**src/rtl/alu_flag_pkg.sv**
```systemverilog
package alu_flag_pkg;
  localparam int BYTE_W = 8;
  localparam int C_POS  = 7;
  localparam int AC_POS = 6;
  localparam int OV_POS = 2;

  typedef enum logic [3:0] {
    OP_ADD  = 4'd0,
    OP_ADDC = 4'd1,
    OP_SUBB = 4'd2,
    OP_MUL  = 4'd3,
    OP_DIV  = 4'd4,
    OP_DA   = 4'd5,
    OP_RRC  = 4'd6,
    OP_RLC  = 4'd7,
    OP_CJNE = 4'd8
  } op_e;

  typedef struct packed {
    logic [BYTE_W-1:0] a;
    logic [BYTE_W-1:0] b;
    logic              c;
    logic              ov;
    logic              ac;
  } alu_out_t;

  typedef struct packed {
    logic c;
    logic ov;
    logic ac;
    logic ra;
    logic rb;
  } wr_mask_t;

  function automatic alu_out_t add_fn(input logic [7:0] a, input logic [7:0] b, input logic cin);
    alu_out_t o;
    logic [8:0] s;
    logic [4:0] lo;
    logic [7:0] lo7;
    o   = '0;
    s   = {1'b0, a} + {1'b0, b} + {8'd0, cin};
    lo  = {1'b0, a[3:0]} + {1'b0, b[3:0]} + {4'd0, cin};
    lo7 = {1'b0, a[6:0]} + {1'b0, b[6:0]} + {7'd0, cin};
    o.a  = s[7:0];
    o.c  = s[8];
    o.ac = lo[4];
    o.ov = lo7[7] ^ s[8];
    return o;
  endfunction

  function automatic alu_out_t sub_fn(input logic [7:0] a, input logic [7:0] b, input logic cin);
    alu_out_t o;
    logic [8:0] s;
    logic [4:0] lo;
    logic [7:0] lo7;
    o   = '0;
    s   = {1'b0, a} - {1'b0, b} - {8'd0, cin};
    lo  = {1'b0, a[3:0]} - {1'b0, b[3:0]} - {4'd0, cin};
    lo7 = {1'b0, a[6:0]} - {1'b0, b[6:0]} - {7'd0, cin};
    o.a  = s[7:0];
    o.c  = s[8];
    o.ac = lo[4];
    o.ov = lo7[7] ^ s[8];
    return o;
  endfunction

  function automatic alu_out_t mul_fn(input logic [7:0] a, input logic [7:0] b);
    alu_out_t o;
    logic [15:0] p;
    o    = '0;
    p    = {8'd0, a} * {8'd0, b};
    o.a  = p[7:0];
    o.b  = p[15:8];
    o.ov = |p[15:8];
    return o;
  endfunction

  function automatic alu_out_t div_fn(input logic [7:0] a, input logic [7:0] b);
    alu_out_t o;
    o = '0;
    if (b == 8'd0) begin
      o.a  = a;
      o.b  = b;
      o.ov = 1'b1;
    end else begin
      o.a = a / b;
      o.b = a % b;
    end
    return o;
  endfunction

  function automatic alu_out_t da_fn(input logic [7:0] a, input logic cin, input logic acin);
    alu_out_t o;
    logic [8:0] t;
    logic       cc;
    o  = '0;
    t  = {1'b0, a};
    cc = cin;
    if (a[3:0] > 4'd9 || acin) t = t + 9'd6;
    cc   = cc | t[8];
    t[8] = 1'b0;
    if (t[7:4] > 4'd9 || cc) t = t + 9'h060;
    cc  = cc | t[8];
    o.a = t[7:0];
    o.c = cc;
    return o;
  endfunction
endpackage

```
**src/rtl/alu_arith_unit.sv**
```systemverilog
module alu_arith_unit
  import alu_flag_pkg::*;
(
  input  logic [3:0]        op,
  input  logic [BYTE_W-1:0] a,
  input  logic [BYTE_W-1:0] b,
  input  logic              c_in,
  input  logic              ac_in,
  output alu_out_t          res,
  output wr_mask_t          mask
);
  always_comb begin
    res  = '0;
    mask = '0;
    case (op)
      OP_ADD: begin
        res  = add_fn(a, b, 1'b0);
        mask = '{c: 1'b1, ov: 1'b1, ac: 1'b1, ra: 1'b1, rb: 1'b0};
      end
      OP_ADDC: begin
        res  = add_fn(a, b, c_in);
        mask = '{c: 1'b1, ov: 1'b1, ac: 1'b1, ra: 1'b1, rb: 1'b0};
      end
      OP_SUBB: begin
        res  = sub_fn(a, b, c_in);
        mask = '{c: 1'b1, ov: 1'b1, ac: 1'b1, ra: 1'b1, rb: 1'b0};
      end
      OP_MUL: begin
        res  = mul_fn(a, b);
        mask = '{c: 1'b1, ov: 1'b1, ac: 1'b0, ra: 1'b1, rb: 1'b1};
      end
      OP_DIV: begin
        res  = div_fn(a, b);
        mask = '{c: 1'b1, ov: 1'b1, ac: 1'b0, ra: 1'b1, rb: 1'b1};
      end
      OP_DA: begin
        res  = da_fn(a, c_in, ac_in);
        mask = '{c: 1'b1, ov: 1'b0, ac: 1'b0, ra: 1'b1, rb: 1'b0};
      end
      OP_RRC: begin
        res.a = {c_in, a[7:1]};
        res.c = a[0];
        mask  = '{c: 1'b1, ov: 1'b0, ac: 1'b0, ra: 1'b1, rb: 1'b0};
      end
      OP_RLC: begin
        res.a = {a[6:0], c_in};
        res.c = a[7];
        mask  = '{c: 1'b1, ov: 1'b0, ac: 1'b0, ra: 1'b1, rb: 1'b0};
      end
      OP_CJNE: begin
        res.a = a;
        res.c = (a < b);
        mask  = '{c: 1'b1, ov: 1'b0, ac: 1'b0, ra: 1'b1, rb: 1'b0};
      end
      default: begin
        res  = '0;
        mask = '0;
      end
    endcase
  end

  // decimal adjust must never report a cleared carry when carry came in set
  always_comb begin
    a_r6_da_sticky_c: assert (!(op == OP_DA && c_in && !res.c));
  end
endmodule

```
**src/rtl/psw_wr_decode.sv**
```systemverilog
module psw_wr_decode #(
  parameter logic [7:0] PSW_ADDR = 8'hD0
) (
  input  logic       sfr_wr_en,
  input  logic [7:0] sfr_addr,
  input  logic       bit_wr_en,
  input  logic [7:0] bit_addr,
  output logic       byte_hit,
  output logic       bit_hit,
  output logic [2:0] bit_idx
);
  logic [7:0] off;

  always_comb begin
    off      = bit_addr - PSW_ADDR;
    byte_hit = sfr_wr_en && (sfr_addr == PSW_ADDR);
    // live bit window: PSW_ADDR+1 .. PSW_ADDR+7
    bit_hit  = bit_wr_en && (off[7:3] == 5'd0) && (off[2:0] != 3'd0);
    bit_idx  = off[2:0];
  end

  // a bit hit never points at bit 0
  always_comb begin
    a_r10_no_bit0: assert (!(bit_hit && bit_idx == 3'd0));
  end
endmodule

```
**src/rtl/psw_reg.sv**
```systemverilog
module psw_reg
  import alu_flag_pkg::*;
(
  input  logic              clk,
  input  logic              rst_n,
  input  logic              upd_en,
  input  wr_mask_t          mask,
  input  logic              nxt_c,
  input  logic              nxt_ov,
  input  logic              nxt_ac,
  input  logic              byte_we,
  input  logic [BYTE_W-1:0] byte_data,
  input  logic              bit_we,
  input  logic [2:0]        bit_idx,
  input  logic              bit_val,
  output logic [BYTE_W-1:0] psw_q
);
  logic [BYTE_W-1:0] op_next;
  logic [BYTE_W-1:0] psw_d;

  always_comb begin
    op_next = psw_q;
    if (upd_en) begin
      if (mask.c)  op_next[C_POS]  = nxt_c;
      if (mask.ov) op_next[OV_POS] = nxt_ov;
      if (mask.ac) op_next[AC_POS] = nxt_ac;
    end
    psw_d = op_next;
    if (byte_we) psw_d = byte_data;
    if (bit_we)  psw_d[bit_idx] = bit_val;
  end

  always_ff @(posedge clk) begin
    if (!rst_n) psw_q <= '0;
    else        psw_q <= psw_d;
  end

  a_r9_byte_load: assert property (@(posedge clk) disable iff (!rst_n)
    byte_we && !bit_we |=> psw_q == $past(byte_data));

  a_r10_bit_load: assert property (@(posedge clk) disable iff (!rst_n)
    bit_we |=> psw_q[$past(bit_idx)] == $past(bit_val));

  a_r11_hold: assert property (@(posedge clk) disable iff (!rst_n)
    !upd_en && !byte_we && !bit_we |=> $stable(psw_q));
endmodule

```
**src/rtl/alu_flag_core.sv**
```systemverilog
module alu_flag_core
  import alu_flag_pkg::*;
#(
  parameter logic [7:0] PSW_ADDR = 8'hD0
) (
  input  logic       clk,
  input  logic       rst_n,
  input  logic       op_valid,
  input  logic [3:0] op_sel,
  input  logic [7:0] acc_in,
  input  logic [7:0] opnd_in,
  input  logic       sfr_wr_en,
  input  logic [7:0] sfr_addr,
  input  logic [7:0] sfr_wdata,
  input  logic       bit_wr_en,
  input  logic [7:0] bit_addr,
  input  logic       bit_wdata,
  output logic [7:0] res_a,
  output logic [7:0] res_b,
  output logic [7:0] stat_q
);
  alu_out_t   alu_res;
  wr_mask_t   alu_mask;
  logic       op_known;
  logic       upd_en;
  logic       byte_hit;
  logic       bit_hit;
  logic [2:0] bit_idx;
  logic       any_wr;

  assign op_known = (op_sel <= OP_CJNE);
  assign upd_en   = op_valid && op_known;
  assign any_wr   = byte_hit || bit_hit;

  alu_arith_unit u_arith (
    .op    (op_sel),
    .a     (acc_in),
    .b     (opnd_in),
    .c_in  (stat_q[C_POS]),
    .ac_in (stat_q[AC_POS]),
    .res   (alu_res),
    .mask  (alu_mask)
  );

  psw_wr_decode #(.PSW_ADDR(PSW_ADDR)) u_dec (
    .sfr_wr_en (sfr_wr_en),
    .sfr_addr  (sfr_addr),
    .bit_wr_en (bit_wr_en),
    .bit_addr  (bit_addr),
    .byte_hit  (byte_hit),
    .bit_hit   (bit_hit),
    .bit_idx   (bit_idx)
  );

  psw_reg u_psw (
    .clk       (clk),
    .rst_n     (rst_n),
    .upd_en    (upd_en),
    .mask      (alu_mask),
    .nxt_c     (alu_res.c),
    .nxt_ov    (alu_res.ov),
    .nxt_ac    (alu_res.ac),
    .byte_we   (byte_hit),
    .byte_data (sfr_wdata),
    .bit_we    (bit_hit),
    .bit_idx   (bit_idx),
    .bit_val   (bit_wdata),
    .psw_q     (stat_q)
  );

  always_ff @(posedge clk) begin
    if (!rst_n) begin
      res_a <= '0;
      res_b <= '0;
    end else if (upd_en) begin
      if (alu_mask.ra) res_a <= alu_res.a;
      if (alu_mask.rb) res_b <= alu_res.b;
    end
  end

  // multiply and divide leave carry cleared
  a_r4_muldiv_clear_c: assert property (@(posedge clk) disable iff (!rst_n)
    op_valid && (op_sel == OP_MUL || op_sel == OP_DIV) && !any_wr |=> !stat_q[C_POS]);

  a_r7_c_only: assert property (@(posedge clk) disable iff (!rst_n)
    op_valid && (op_sel == OP_DA || op_sel == OP_RRC || op_sel == OP_RLC || op_sel == OP_CJNE)
    && !any_wr |=> stat_q[OV_POS] == $past(stat_q[OV_POS]) && stat_q[AC_POS] == $past(stat_q[AC_POS]));

  a_r11_idle_hold: assert property (@(posedge clk) disable iff (!rst_n)
    !op_valid && !any_wr |=> $stable(stat_q) && $stable(res_a) && $stable(res_b));

  a_r11_resb_hold: assert property (@(posedge clk) disable iff (!rst_n)
    !(op_valid && (op_sel == OP_MUL || op_sel == OP_DIV)) |=> $stable(res_b));
endmodule

```
**config.mk**
```make
export PLATFORM = sky130hd
export DESIGN_NAME = alu_flag_core
export DESIGN_NICKNAME = d
export VERILOG_FILES = /design/src/rtl/alu_flag_pkg.sv /design/src/rtl/alu_arith_unit.sv /design/src/rtl/psw_wr_decode.sv /design/src/rtl/psw_reg.sv /design/src/rtl/alu_flag_core.sv
export SDC_FILE = /design/constraint.sdc
export NUM_CORES = 1
export LEC_CHECK = 0
export CAP_MARGIN = 25
export CORE_AREA = 2 2 128 130
export CTS_CLUSTER_DIAMETER = 30
export DETAILED_ROUTE_END_ITERATION = 12
export DIE_AREA = 0 0 130 132
export DONT_BUFFER_PORTS = 1
export PLACE_DENSITY = 0.71
export SYNTH_ARGS = -nofsm -noshare
export SYNTH_HDL_FRONTEND = slang
export SYNTH_SLANG_ARGS = --single-unit
```
**constraint.sdc**
```tcl
create_clock -name clk -period 12.85 [get_ports clk]
set_clock_uncertainty 0.15 [all_clocks]
set_input_delay 2.57 -clock clk [delete_from_list [all_inputs] [get_ports clk]]
set_output_delay 2.57 -clock clk [all_outputs]
set_load 0.005 [all_outputs]
```
==> metrics.yaml <==
layout:
  fin_area_sq_um: 7805
  final_nets: 1155
  final_cells: 1170
  n_antenna_cell: 0
  drive_gt1_share_pct: 10.90
  fillers: 1536
  area_growth_pct: 11.27
logic_synthesis:
  ys.flop_type: "dfxtp_1"
  yosysSeqAreaShare_pct: 6.850
  yosys_warnings: 0
  ys_async_sr_fraction_pct: 0
  ys_top_cells_by_area: "ha_1, fa_1, dfxtp_1"
  synth_top_area_share_pct: 19.62
  ys_types: 73
  synth.cell_area_sq_um: 7014
  synth_cells: 940
  synthTopCellsByCount: "ha_1, nor2_1, inv_1"
  synth-edff-count: 0
  avgSynthCellArea_sq_um: 7.462
  yosysTopAreaCell: "ha_1"
  synth_seq_cells: 24
  yosysMostFrequentCell: "ha_1"
  syn-num-nets: 1140
global_routing:
  grt.total_usage_pct: 26.88
  overflow: 0
  grt_start_max_net_pins: 28
  grt_pass1_vias: 7062
  antenna_found_initial: 0
  grt_pass1_wl_um: 37000
floorplanning:
  ios: 74
  core_sq_um: 15710
  initial_core_util_pct: 44.64
  dieArea_sq_um: 17160
  die_w_um: 130
  num_rows: 46
  die_y_um: 132
routing:
  vias_per_cell: 6.190
  drt_iter0_markers: 858
  wl_um: 23310
  drcViolationCount: 0
  routedWlPerCell_um: 19.93
  first_pass_iters: 7
  vias: 7242
  drtAntennaViolNets: 0
clocking:
  clock-sinks: 24
  clock_latency_ps: 260
  cts_buffers: 3
  htreeDepth: 1
  clk_pin_slew_ps: 60
  cts_tree: "built"
  postCtsHoldBufs: 0
  cts_buffer_depth: 2
  clockRootBuffer: "clkbuf_16"
placed_design:
  portBuffers: 0
  placed_cells_incl_taps: 1163
  place_congestion: 0.9798
  placed_area_sq_um: 7542
  hpwlAfterDp_um: 18310
  post-place-ws_ps: -198.9
timing:
  slew_viol_final: 0
  finalCritPeriodShare_pct: 96.91
  holdWs_ps: 342.8
  finalHoldViolations: 0
  setup_viol: 0
  fmax_mhz: 80.30
  relSlewSlack_pct: 44.52
  setup_tns_ps: 0
  timing.final.crit_period_ps: 12450
  fin_ws_ps: 396.9
  worstMarginPinSlew_ps: 811.2
pwr:
  ir_worst_vdd_uv: 64.11
  leakage_uw: 0.003400
  powerDensity_nw_per_um2: 89.19
critical_path:
  worst_setup_path_end_kind: "flop"
  critPathMaxStageDelay_ps: 530
  arrival_ps: 12450
  start_kind: "input pin"
  slowest_stage: "or4_4"
  critPathTopFamily: "compound AO/OA/AOI/OAI gates"
  cp_max_fo: 11
  worst_ep_required_time_ps: 12850
  critPathKind: "in -> reg"
  path_buf_inv: 1
hold_path:
  holdCritPathClass: "reg -> reg"
outcome:
  status: "complete, no violations"
flow_run:
  max_cap_violations: 0
## worst register-to-register path, stage by stage (launching register included)
cell and delay (ps):
dfxtp_1 560, inv_1 160, fa_1 440, fa_1 440, nand2b_1 180, a2111oi_0 770, o31ai_1 150, a21oi_1 220
xnor2_1 190, nor2_1 60, a2111oi_0 600, o22ai_1 180
## flip-flops by register name, summed over array words and instances, names as in the netlist
| name | count |
|---|---|
| res_a | 8 |
| res_b | 8 |
| u_psw.psw_q | 8 |
## cell usage in the layout, fill, tap and decap left out, types with 8 or more instances in the layout
cell type	Yosys	final
ha_1	110	104
nor2_1	96	96
inv_1	93	93
nand2_1	85	85
o21ai_0	61	53
buf_4	2	42
fa_1	40	39
xnor2_1	37	37
a21oi_1	42	35
nor3_1	33	30
nand3_1	26	26
dfxtp_1	24	24
o21a_1	18	17
xor2_1	15	15
nand2b_1	15	15
nor2b_1	13	13
a211oi_1	11	11
o211ai_1	10	10
a31oi_1	12	9
or3_1	9	9
a21o_1	9	9
or2_2	9	8
a221oi_1	9	8
## routing by layer
metal / GRT usage (%) / vias to the layer above / share of wire [%] / routed length (um)
met5: 0 / - / 0 / 0
met4: 10.69 / 0 / 4.6 / 1069
met3: 4.464 / 84 / 8.2 / 1913
met2: 43.92 / 356 / 47 / 10850
met1: 35.12 / 3405 / 41 / 9480
li1: - / 3397 / - / -
## final cells by class
class / count / area (sq um) / area share [%]
Sequential cell: 24 / 480.5 / 6.156
Multi-Input combinational cell: 789 / 6294 / 80.63
Clock buffer: 4 / 88.84 / 1.138
Tap cell: 216 / 270.3 / 3.463
Timing Repair Buffer: 42 / 315.3 / 4.040
Inverter: 95 / 356.6 / 4.569
## logic make-up after synthesis
kind of cell,Yosys count,synth area share (%)
fa+ha+maj,150,31.04
flops,24,6.850
compound gates,247,24.17
xor+xnor,52,6.493
buf+inv,127,7.010
mux,14,2.248
simple gates,326,22.19
## path summary, 6_finish.rpt
path	depth (start not counted)	from	slack, ps	to
setup / recovery	44	opnd_in[5]	400	res_b[6]
hold / removal	2	u_psw.psw_q[0]	340	u_psw.psw_q[0]
setup reg to reg	11	u_psw.psw_q[7]	8610	u_psw.psw_q[7]
hold reg to reg	2	u_psw.psw_q[0]	340	u_psw.psw_q[0]
## stage by stage
| stage | utilization [%] | total power [uW] |
|---|---|---|
| detailed placement | 48.00 | 590.8 |
| floorplan | - | 462.7 |
| CTS | 48.57 | 669.6 |
| global placement | 48.00 | 590.2 |
| finish | 49.67 | 696.1 |
| global route | 49.67 | 755.2 |
## report_power, final
group	switching [uW]	internal [uW]
combinational	318	223
sequential	3.26	77.7
clock	26.6	47.6
total	348	349
## repair_timing
action | CTS | global route
setup endpoints to repair | 0 | 9
resized for setup | 0 | 33
setup buffers | 0 | 3
(Power assumes the default switching activity.)
